## src/rtl/thbpam_pkg.sv

```systemverilog
package thbpam_pkg;
  localparam int TC_W       = 16;
  localparam int NC_W       = 8;
  localparam int CODE_AW    = 4;
  localparam int CODE_DEPTH = 1 << CODE_AW;
  localparam int LEN_W      = CODE_AW + 1;
  localparam int SMP_W      = 8;
  localparam int COEF_W     = 4;
  localparam int TMPL_LEN   = 8;
  localparam int TMPL_AW    = $clog2(TMPL_LEN);
  localparam int PROD_W     = SMP_W + COEF_W;
  localparam int ACC_W      = PROD_W + TMPL_AW + 1;

  typedef struct packed {
    logic [TC_W-1:0]  tc;
    logic [NC_W-1:0]  nc;
    logic [LEN_W-1:0] len;
  } rx_cfg_t;

  typedef enum logic {FR_WAIT = 1'b0, FR_BUSY = 1'b1} fr_state_e;
endpackage

```

## src/rtl/thbpam_cfg.sv

```systemverilog
module thbpam_cfg
  import thbpam_pkg::*;
(
  input  logic    clk,
  input  logic    rst_n,
  input  logic    strobe,
  input  rx_cfg_t new_cfg,
  input  logic    in_frame,
  output rx_cfg_t act_cfg,
  output logic    active,
  output logic    pend,
  output logic    apply
);
  rx_cfg_t shadow;
  logic    take_req;

  // zero-length slots or frames are rejected outright
  assign take_req = strobe && (new_cfg.tc != '0) && (new_cfg.nc != '0);
  // a waiting change lands only between frames
  assign apply    = pend && !in_frame;

  always_ff @(posedge clk or negedge rst_n) begin
    if (!rst_n) begin
      shadow  <= '0;
      act_cfg <= '0;
      active  <= 1'b0;
      pend    <= 1'b0;
    end else begin
      if (apply) begin
        act_cfg <= shadow;
        active  <= 1'b1;
      end
      if (take_req) begin
        shadow <= new_cfg;
        pend   <= 1'b1;
      end else if (apply) begin
        pend <= 1'b0;
      end
    end
  end
endmodule

```

## src/rtl/thbpam_code.sv

```systemverilog
module thbpam_code
  import thbpam_pkg::*;
(
  input  logic               clk,
  input  logic               rst_n,
  input  logic               we,
  input  logic [CODE_AW-1:0] addr,
  input  logic [NC_W-1:0]    wdata,
  input  logic               hold,
  input  logic               swap,
  input  logic               adv,
  input  logic [LEN_W-1:0]   len,
  output logic [NC_W-1:0]    hop
);
  localparam int NBANK = 2;

  logic               bank_sel;
  logic [CODE_AW-1:0] rd_ptr;
  logic [LEN_W-1:0]   ptr_inc;
  logic [NC_W-1:0]    rd_word [NBANK];

  for (genvar b = 0; b < NBANK; b++) begin : g_bank
    logic [NC_W-1:0] words [CODE_DEPTH];
    always_ff @(posedge clk or negedge rst_n) begin
      if (!rst_n) begin
        for (int i = 0; i < CODE_DEPTH; i++) words[i] <= '0;
      end else if (we && !hold && (bank_sel != 1'(b))) begin
        words[addr] <= wdata;
      end
    end
    assign rd_word[b] = words[rd_ptr];
  end

  assign ptr_inc = {1'b0, rd_ptr} + LEN_W'(1);
  assign hop     = rd_word[bank_sel];

  always_ff @(posedge clk or negedge rst_n) begin
    if (!rst_n) begin
      bank_sel <= 1'b0;
      rd_ptr   <= '0;
    end else if (swap) begin
      bank_sel <= ~bank_sel;
      rd_ptr   <= '0;
    end else if (adv) begin
      if (ptr_inc >= len) rd_ptr <= '0;
      else                rd_ptr <= ptr_inc[CODE_AW-1:0];
    end
  end
endmodule

```

## src/rtl/thbpam_corr.sv

```systemverilog
module thbpam_corr
  import thbpam_pkg::*;
#(
  parameter logic [TMPL_LEN*COEF_W-1:0] TMPL = 32'h1357_7531
) (
  input  logic                    clk,
  input  logic                    rst_n,
  input  logic                    accept,
  input  logic                    first,
  input  logic signed [SMP_W-1:0] sample,
  input  logic [TC_W-1:0]         tc,
  input  logic [NC_W-1:0]         nc,
  input  logic [NC_W-1:0]         hop,
  output logic                    in_frame,
  output logic                    frame_done,
  output logic                    bit_valid,
  output logic                    bit_data
);
  localparam logic [TC_W-1:0] WIN = TC_W'(TMPL_LEN);

  fr_state_e                state;
  logic [TC_W-1:0]          samp_cnt, pos_samp;
  logic [NC_W-1:0]          slot_cnt, pos_slot;
  logic signed [ACC_W-1:0]  acc, acc_base, acc_next, add_term;
  logic signed [COEF_W-1:0] coef;
  logic signed [PROD_W-1:0] prod;
  logic [TMPL_AW-1:0]       tidx;
  logic                     take, in_win, last_samp, last_slot;

  assign in_frame  = (state == FR_BUSY);
  assign take      = accept && (in_frame || first);
  assign pos_samp  = in_frame ? samp_cnt : '0;
  assign pos_slot  = in_frame ? slot_cnt : '0;
  assign tidx      = pos_samp[TMPL_AW-1:0];
  assign coef      = TMPL[tidx*COEF_W +: COEF_W];
  assign prod      = sample * coef;
  assign in_win    = (pos_slot == hop) && (pos_samp < WIN);
  assign add_term  = in_win ? {{(ACC_W-PROD_W){prod[PROD_W-1]}}, prod} : '0;
  assign acc_base  = in_frame ? acc : '0;
  assign acc_next  = acc_base + add_term;
  assign last_samp = (pos_samp == tc - TC_W'(1));
  assign last_slot = (pos_slot == nc - NC_W'(1));
  assign frame_done = take && last_samp && last_slot;

  always_ff @(posedge clk or negedge rst_n) begin
    if (!rst_n) begin
      state     <= FR_WAIT;
      samp_cnt  <= '0;
      slot_cnt  <= '0;
      acc       <= '0;
      bit_valid <= 1'b0;
      bit_data  <= 1'b0;
    end else begin
      bit_valid <= 1'b0;
      if (take) begin
        if (frame_done) begin
          state     <= FR_WAIT;
          bit_valid <= 1'b1;
          bit_data  <= !acc_next[ACC_W-1] && (acc_next != '0);
        end else begin
          state <= FR_BUSY;
          acc   <= acc_next;
          if (last_samp) begin
            samp_cnt <= '0;
            slot_cnt <= pos_slot + NC_W'(1);
          end else begin
            samp_cnt <= pos_samp + TC_W'(1);
            slot_cnt <= pos_slot;
          end
        end
      end
    end
  end
endmodule

```

## src/rtl/thbpam_rx.sv

```systemverilog
module thbpam_rx
  import thbpam_pkg::*;
#(
  parameter logic [TMPL_LEN*COEF_W-1:0] TMPL = 32'h1357_7531
) (
  input  logic                    clk,
  input  logic                    rst_n,
  input  logic                    cfg_strobe,
  input  logic [TC_W-1:0]         cfg_slot_len,
  input  logic [NC_W-1:0]         cfg_slots,
  input  logic [LEN_W-1:0]        cfg_code_len,
  input  logic                    code_we,
  input  logic [CODE_AW-1:0]      code_addr,
  input  logic [NC_W-1:0]         code_slot,
  input  logic                    s_valid,
  output logic                    s_ready,
  input  logic                    s_first,
  input  logic signed [SMP_W-1:0] s_sample,
  output logic                    bit_valid,
  output logic                    bit_data
);
  rx_cfg_t         req_cfg, act_cfg;
  logic            cfg_active, cfg_pend, cfg_apply;
  logic            in_frame, frame_done, accept;
  logic [TC_W-1:0] act_tc;
  logic [NC_W-1:0] act_nc, hop;

  assign req_cfg = '{tc: cfg_slot_len, nc: cfg_slots, len: cfg_code_len};
  assign act_tc  = act_cfg.tc;
  assign act_nc  = act_cfg.nc;
  assign s_ready = cfg_active && !cfg_apply;
  assign accept  = s_valid && s_ready;

  thbpam_cfg u_cfg (
    .clk     (clk),
    .rst_n   (rst_n),
    .strobe  (cfg_strobe),
    .new_cfg (req_cfg),
    .in_frame(in_frame),
    .act_cfg (act_cfg),
    .active  (cfg_active),
    .pend    (cfg_pend),
    .apply   (cfg_apply)
  );

  thbpam_code u_code (
    .clk  (clk),
    .rst_n(rst_n),
    .we   (code_we),
    .addr (code_addr),
    .wdata(code_slot),
    .hold (cfg_pend),
    .swap (cfg_apply),
    .adv  (frame_done),
    .len  (act_cfg.len),
    .hop  (hop)
  );

  thbpam_corr #(.TMPL(TMPL)) u_corr (
    .clk       (clk),
    .rst_n     (rst_n),
    .accept    (accept),
    .first     (s_first),
    .sample    (s_sample),
    .tc        (act_tc),
    .nc        (act_nc),
    .hop       (hop),
    .in_frame  (in_frame),
    .frame_done(frame_done),
    .bit_valid (bit_valid),
    .bit_data  (bit_data)
  );
endmodule

```

## config.mk

```make
export PLATFORM = sky130hd
export DESIGN_NAME = thbpam_rx
export DESIGN_NICKNAME = d
export VERILOG_FILES = /design/src/rtl/thbpam_pkg.sv /design/src/rtl/thbpam_cfg.sv /design/src/rtl/thbpam_code.sv /design/src/rtl/thbpam_corr.sv /design/src/rtl/thbpam_rx.sv
export SDC_FILE = /design/constraint.sdc
export NUM_CORES = 1
export LEC_CHECK = 0
export CAP_MARGIN = 20
export CORE_UTILIZATION = 58
export DETAILED_ROUTE_END_ITERATION = 7
export GPL_ROUTABILITY_DRIVEN = 1
export PLACE_DENSITY = 0.87
export SYNTH_ARGS = -nofsm -noshare
export SYNTH_HDL_FRONTEND = slang
export SYNTH_SLANG_ARGS = --single-unit
```

## constraint.sdc

```tcl
create_clock -name clk -period 16.25 [get_ports clk]
set_clock_uncertainty 0.15 [all_clocks]
set_input_delay 3.25 -clock clk [delete_from_list [all_inputs] [get_ports clk]]
set_output_delay 3.25 -clock clk [all_outputs]
set_load 0.01 [all_outputs]
```

==> run metrics, run 1 <==
cell repeated most along the worst path ha_1; top cells by area, synth dfrtp_1 47%, mux2_2 18%, mux4_2 3.6%; diode count 0; CP max stage delay 0.50 ns; Post-CTS Resized 0; min-delay worst type reg -> reg; H-tree levels 2; initial antenna violation count 0; NumNets Final 1763; endpoint class of the critical path flip-flop; Internal Power ~2 mW; Gate power share 26.3%; GP Congestion 0.8623; CTS Sinks ~360; relative slew slack between 20% and 30%; row count 66; total CTS buffers 38; setup slack after placement a little over 7 ns; fmax 115.6 MHz; Vias/cell 6.394; Wirelength per Cell approximately 22 um; Initial Utilization between 50 and 60%; Tot GR Track Use a little over a quarter; mapped cell area 19540 um2; leading area contributor after synthesis dfrtp_1; Netlist cell types 80; critical path data required time 16.51 ns; Syn Area/Cell 11.96 um2; async set-or-reset flop fraction in the synthesized netlist 100.0%; worst path bufs/invs 3; sequential share of power roughly 44%; Sw Share 30.83%; die area 34420 um2; largest net degree at the start of global routing about 160; filler cell count 2328; P&R area growth vs syn 10.82%; vias in the first global route around 14000; Longest Clk Path Bufs 3; Psw 0.8900 mW; EDFF count, synth 0; status completed; most common cell after layout, fill and taps aside dfrtp_1; drt first-iter violations 1148; Yosys top cell area share a little under half; CP top delay family adder cells; CP arrival 8.91 ns; DR vias 13540; crit-path max FO 4; measured slew at the worst slew-check pin 1.156 ns; Synth Register Bits 364; TritonCTS clock tree yes; # DRC 0; Final Max Tran Viols 0; final period utilization 53.25%; min cycle time layout between 8 and 9 ns; clock power share 30.1%; clock slew seen by the registers of the worst setup and hold paths around 0.060 ns; pwr/cell area roughly 130 nW/um2; Met1 Wirelength 18600 um; core area 32870 um2; uppermost routed layer met4; Setup-failing EPs final 0; Leakage 9.776 nW; Max-Cap Viols 0; synthesis warning total 0; Routed WL 45650 um; Max IR drop VDD 97.78 uV; IO Count 58; slowest stage cell, crit path or4_1; register area share after synthesis around 47%; die width 185.5 um; Routed Antenna Nets 0; worst setup margin 7.596 ns; GRT overflow 0; Buffers on Ports 57; post-synthesis cell count 1633; Fin. Hold Viols 0; top_reg_cell synth dfrtp_1; first-pass GRT wire length around 74000 um; worst skew pair latency 0.54 ns; share of cells above drive strength 1 26.79%; Setup TNS 0 ns; crit path launch type input pin; most frequent cells in the layout 361 x dfrtp_1, 307 x mux2_2, 131 x nand2_1; WS Path Type in -> reg; Final HPWL DP 29710 um; wire length on met3 2590 um; RSZ-0062 raised after global routing false; metal2 WL 23100 um; clk root buf clkbuf_16; Post-CTS Repair Setup Buffers 0; TritonRoute pass-1 iters 6; hold buffers post-CTS 0; Syn Nets 1749; Die H 185.5 um
[metrics by stage]
stage	area, um2	hold WS [ns]	std cells	util (%)	total power, mW
2_1_floorplan	19540	0.2811	1633	-	1.799
3_3_place_gp	20280	0.2950	2042	61.71	1.952
3_5_place_dp	20280	0.3027	2042	61.71	2.009
4_1_cts	21530	0.3151	2111	65.52	2.885
5_1_grt	21650	0.3497	2118	65.87	3.029
6_report	21650	0.3112	2118	65.87	2.887
[final timing paths]
kind / start / to / slack, ns / depth (start not counted)
max reg2reg: u_code.rd_ptr[0] / u_corr.bit_data / 9.08 / 21
min: u_corr.acc[7] / u_corr.acc[7] / 0.31 / 2
min in group asynchronous: rst_n / u_cfg.shadow[20] / 2.62 / 1
max in group asynchronous: rst_n / u_code.g_bank[0].words[87] / 11.03 / 3
min reg2reg: u_corr.acc[7] / u_corr.acc[7] / 0.31 / 2
max: s_sample[2] / u_corr.bit_data / 7.60 / 26
[synthesized netlist by cell type, types with 13 or more instances]
cell type / number
and3_1: 15
mux2i_1: 52
ha_1: 52
mux2_2: 307
and2_1: 31
mux4_2: 31
a21oi_1: 41
nor2_1: 59
o21ai_0: 65
dfrtp_1: 364
xnor2_1: 38
xor2_1: 16
clkbuf_1: 68
inv_1: 35
nor2b_1: 16
nor3_1: 21
buf_2: 14
nand4_1: 13
a22o_1: 15
nand3_1: 31
nand2_1: 131
a22oi_1: 17
[cell type report]
class | instances | area [um2] | share of cell area [%]
Inverter | 36 | 135.1 | 0.6241
Sequential cell | 364 | 9115 | 42.10
Timing Repair Buffer | 78 | 810.8 | 3.745
Multi-Input combinational cell | 1129 | 9787 | 45.20
Clock inverter | 18 | 168.9 | 0.7802
Tap cell | 442 | 553.0 | 2.554
Clock buffer | 51 | 1081 | 4.993
[layer usage]
layer  vias to the layer above  track usage [%]
li1                       5952                -
met1                      6942            34.87
met2                       512            47.73
met3                       136            3.854
met4                         0            9.967
met5                         -                0
[power by group through the flow]
stage | sequential (mW) | combinational (mW) | clock [mW]
after detailed placement | 1.27 | 0.744 | 0
after floorplan | 1.20 | 0.597 | 0
after global placement | 1.24 | 0.708 | 0
after CTS | 1.25 | 0.753 | 0.879
after global routing | 1.28 | 0.834 | 0.914
final | 1.26 | 0.758 | 0.870
[flip-flops by register name, indices dropped and copies added, names as in the netlist, 4 cells and up]
name	cells
u_code.g_bank.words	256
u_cfg.act_cfg	29
u_cfg.shadow	29
u_corr.acc	16
u_corr.samp_cnt	16
u_corr.slot_cnt	8
u_code.rd_ptr	4
[tightest hold or removal path, stage by stage, from the launching register on]
cell,delay [ns]
dfrtp_1,0.34
nand2_1,0.05
nand2_1,0.04
[logic make-up after synthesis]
kind of cell | after synthesis | synth area share (%)
mux | 401 | 25.41
simple gates | 392 | 10.36
flops | 364 | 46.62
compound gates | 219 | 7.371
buf+inv | 140 | 3.324
fa+ha+maj | 61 | 4.252
xor+xnor | 56 | 2.658
Power figures use the tool's default switching activity.
==> run 2, diff against run 1 <==
Clock period 16.25 ns to 8.55 ns, I/O delays scaled along.
==> run metrics, run 2 (same netlist as run 1, synthesis figures left out) <==
status completed; cell repeated most along the worst path ha_1; pwr/cell area 251.9 nW/um2; Die H ~190 um; Most flops, register u_code.g_bank.words; Largest register FFs 256; GRT overflow 0; drt first-iter violations 1093; clock slew seen by the registers of the worst setup and hold paths 0.06 ns; Final HPWL DP slightly below 30000 um; crit-path max FO 4; clk root buf clkbuf_16; Max IR drop VDD 196.0 uV; CP arrival between 7 and 8 ns; met2 usage a little under half; most frequent cells in the layout 361 x dfrtp_1, 307 x mux2_2, 131 x nand2_1; # DRC 0; GP Congestion 0.8873; final period utilization 81.83%; min-delay worst type reg -> reg; Largest regs u_code.g_bank.words: 256 flops, u_cfg.act_cfg: 29 flops, u_cfg.shadow: 29 flops; diode count 0; share of cells above drive strength 1 roughly 27%; TritonCTS clock tree yes; met3 Use GR a little under 4%; core area 32870 um2; critical path data required time 8.81 ns; initial antenna violation count 0; CP max stage delay 0.51 ns; Tot GR Track Use a little over a quarter; row count 66; Fin. Hold Viols 0; Max-Cap Viols 0; Post-CTS Resized 0; Initial Utilization roughly 59%; relative slew slack 35.32%; P&R area growth vs syn 10.87%; GRT Max-Usage Layer met2; CP top delay family adder cells; Routed WL ~45000 um; worst skew pair latency roughly 0.54 ns; Longest Clk Path Bufs 3; fmax 142.9 MHz; H-tree levels 2; RSZ-0062 raised after global routing false; total CTS buffers 38; worst path bufs/invs 3; min cycle time layout 6.996 ns; NumNets Final 1767; Buffers on Ports 57; first-pass GRT wire length 73250 um; die area 34420 um2; most common cell after layout, fill and taps aside dfrtp_1; largest net degree at the start of global routing 189; met1 usage 34.41%; TritonRoute pass-1 iters 6; Leakage 9.764 nW; Setup-failing EPs final 0; slowest stage cell, crit path or4_1; Vias/cell 6.317; die width 185.5 um; Final Power ~5.5 mW; measured slew at the worst slew-check pin 0.9702 ns; IO Count 58; vias in the first global route between 10000 and 15000; Post-CTS Repair Setup Buffers 0; Wirelength per Cell 21.38 um; endpoint class of the critical path flip-flop; Final Max Tran Viols 0; hold buffers post-CTS 0; Routed Antenna Nets 0; Setup TNS 0 ns; WS Path Type in -> reg; DR vias 13370; crit path launch type input pin; CTS Sinks 364
[run 2: cell types whose count changed in the layout (fill, tap and decap cells not counted), sizes merged]
cell / previous run / this run
buf: 22 / 25
clkinv: 12 / 6
clkinvlp: 1 / 4
inv: 39 / 37
[run 2: where the power goes]
part	internal [mW]	total (mW)	switching, mW
clock network	0.946	1.63	0.682
registers	2.11	2.39	0.279
logic	0.726	1.43	0.707
[run 2: worst reg2reg max path: cells and delay by family, from the launching register on]
family	cells	cell delay, ns
and+or+nand+nor	5	1.43
adders and majority gates	2	0.62
xor gates and xnor gates	1	0.15
buffers and inverters	2	0.53
AOI/OAI and AO/OA	10	2.43
DFF	1	0.84
muxes	1	0.67
[run 2: worst paths after layout]
path,start,to,slack (ns),cells after the start
hold / removal,u_corr.acc[7],u_corr.acc[7],0.31,2
max in group asynchronous,rst_n,u_code.g_bank[0].words[82],5.63,2
setup / recovery,s_sample[2],u_corr.bit_data,1.55,26
min in group asynchronous,rst_n,u_cfg.shadow[15],1.06,1
hold reg to reg,u_corr.acc[7],u_corr.acc[7],0.31,2
setup reg to reg,u_code.rd_ptr[0],u_corr.bit_data,1.64,21
[run 2: layer usage]
| metal | wire length, um | vias up | part of all wire [%] |
|---|---|---|---|
| li1 | - | 5972 | - |
| met4 | 1097 | 0 | 2.4 |
| met2 | 23020 | 433 | 51 |
| met3 | 2468 | 97 | 5.5 |
| met1 | 18650 | 6864 | 41 |
| met5 | 0 | - | 0 |
[run 2: stage by stage]
stage	setup slack (ns)	hold WS [ns]	area (um2)	utilization, %	std cells
2_1_floorplan	1.756	0.2811	19540	-	1633
3_3_place_gp	1.182	0.2957	20290	61.74	2043
3_5_place_dp	1.086	0.3028	20310	61.78	2044
4_1_cts	1.593	0.3153	21520	65.46	2107
5_1_grt	1.125	0.3286	21660	65.91	2116
6_report	1.554	0.3103	21660	65.91	2116
[run 2: layout make-up]
cell class,count,area (um2)
timing repair buffer,82,860.8
clock inverter,13,132.6
clock buffer,50,1077
sequential,364,9115
multi-input combinational,1129,9787
fill,2368,11210
inverter,36,135.1
tap,442,553.0
==> run 3, diff against run 2 <==
Clock period 8.55 ns to 6.45 ns, I/O delays scaled along.
==> run metrics, run 3 (same netlist as run 1, synthesis figures left out) <==
Routed WL 47640 um; fmax 159.5 MHz; GRT overflow 0; clock slew seen by the registers of the worst setup and hold paths around 0.05 ns; # DRC 0; final period utilization 97.23%; vias in the first global route ~14000; die area approximately 34000 um2; TritonRoute pass-1 iters 6; Setup-failing EPs final 0; Initial Utilization 59.44%; NumNets Final ~1800; min-delay worst type reg -> reg; Leakage 10.09 nW; largest net degree at the start of global routing 135; clk root buf clkbuf_16; Final Max Tran Viols 0; pwr/cell area around 330 nW/um2; total CTS buffers 38; WHS Path Cells 2; Reg2Reg Setup Slack 0.20 ns; most frequent cells in the layout 361 x dfrtp_1, 307 x mux2_2, 131 x nand2_1; R2R Path End u_corr.bit_data; Fin. Hold Viols 0; diode count 0; IO Count 58; Final Power 7.404 mW; Longest Clk Path Bufs 3; Largest regs u_code.g_bank.words: 256 flops, u_cfg.act_cfg: 29 flops, u_cfg.shadow: 29 flops; status completed; WS Path Type in -> reg; most common cell after layout, fill and taps aside dfrtp_1; H-tree levels 2; measured slew at the worst slew-check pin 0.9074 ns; fin util 67.56%; setup slack after placement -0.3770 ns; P&R area growth vs syn 13.65%; min cycle time layout 6.271 ns; Max-Cap Viols 0; Wirelength per Cell 21.88 um; worst setup margin 0.1789 ns; hold buffers post-CTS 0; endpoint class of the critical path flip-flop; WHS Endpoint u_corr.acc[0]; critical path data required time about 6.7 ns; core area 32870 um2; die width ~190 um; Final HPWL DP slightly above 30000 um; r2r startpoint u_code.rd_ptr[0]; crit-path max FO 3; Tot GR Track Use 28.21%; drt first-iter violations about 1200; CP arrival 6.53 ns; crit path launch type input pin; TritonCTS clock tree yes; Hold Crit Start u_corr.acc[0]; Die H 185.5 um; Most flops, register u_code.g_bank.words; Vias/cell 6.354; reg2reg path depth 20; Critical Path Source s_sample[2]; CTS Sinks 364; Routed Antenna Nets 0; share of cells above drive strength 1 29.86%; first-pass GRT wire length 75810 um; GP Congestion 0.8703; Largest register FFs 256; relative slew slack 39.28%; worst skew pair latency 0.55 ns; DR vias 13830; initial antenna violation count 0; Buffers on Ports 57; row count 66; Max IR drop VDD 227.4 uV
## run 3: cell count changes in the layout (fill, tap and decap cells not counted), moves of 2 or more
cell        before  now
clkbuf_1         5   10
buf_12           2    4
o21ai_1          0    2
a21boi_0         4    1
clkinvlp_4       4    1
buf_8            8    6
a21oi_1         41   36
a21oi_2          0    5
o21ai_0         65   62
clkbuf_8         6    4
a21boi_2         0    2
clkinv_2         5    7
buf_4           14   72
## run 3: final cells by class
cell class | instances | area (um2)
clock buffers | 52 | 1044
clock inverters | 13 | 171.4
fillers | 2250 | 10660
inverters | 36 | 135.1
multi-input cells | 1129 | 9848
flip-flops and latches | 364 | 9117
well taps | 442 | 553.0
repair buffers | 141 | 1335
## run 3: worst max-delay path by stage
stage                      endpoint  slack, ns  depth (start not counted)
finish              u_corr.bit_data       0.18                         26
global route        u_corr.bit_data      -0.08                         26
CTS                 u_corr.bit_data       0.07                         21
detailed placement  u_corr.bit_data      -0.38                         26
global placement    u_corr.bit_data      -0.19                         26
floorplan           u_corr.bit_data       0.01                         32
## run 3: worst max-delay path: stages
cell and delay [ns]:
clkdlybuf4s50_1 0.45, and3_1 0.19, ha_1 0.31, fa_1 0.46
ha_1 0.30, ha_1 0.22, inv_1 0.07, fa_1 0.19
nor2b_2 0.06, o21ai_1 0.20, a21boi_2 0.10, o21ai_2 0.15
a21oi_2 0.07, or3_1 0.36, nand4_2 0.13, inv_2 0.05
ha_1 0.30, o21a_1 0.11, o2bb2ai_1 0.13, a31oi_1 0.07
a21o_1 0.22, a21oi_2 0.17, xnor2_1 0.10, or4_1 0.51
and3_1 0.18, a21o_1 0.15
## run 3: repair_timing
action / CTS / global route
setup endpoints to repair: 0 / 2
buffers inserted: 0 / 11
gates resized for setup: 0 / 19
## run 3: routing by layer
metal	global-route usage [%]	share of wire (%)	up-vias	routed length [um]
li1	-	-	6091	-
met1	35.60	40	7056	18890
met2	48.99	51	533	24130
met3	4.617	6.2	153	2965
met4	10.20	3.5	0	1652
met5	0	0	-	0
## run 3: stage by stage
stage	setup TNS, ns	hold WS [ns]	instance area (um2)	std cells
floorplan	0	0.2811	19540	1633
global placement	-0.1889	0.2971	20700	2093
global route	-0.07599	0.3474	22200	2177
detailed placement	-0.5578	0.3045	20740	2096
CTS	0	0.3178	21960	2161
finish	0	0.3163	22200	2177
## run 3: report_power, final
part           switching (mW)  internal, mW  leakage (nW)
combinational            1.00          1.06          4.72
sequential              0.376          2.80          4.78
clock                   0.909          1.26         0.595
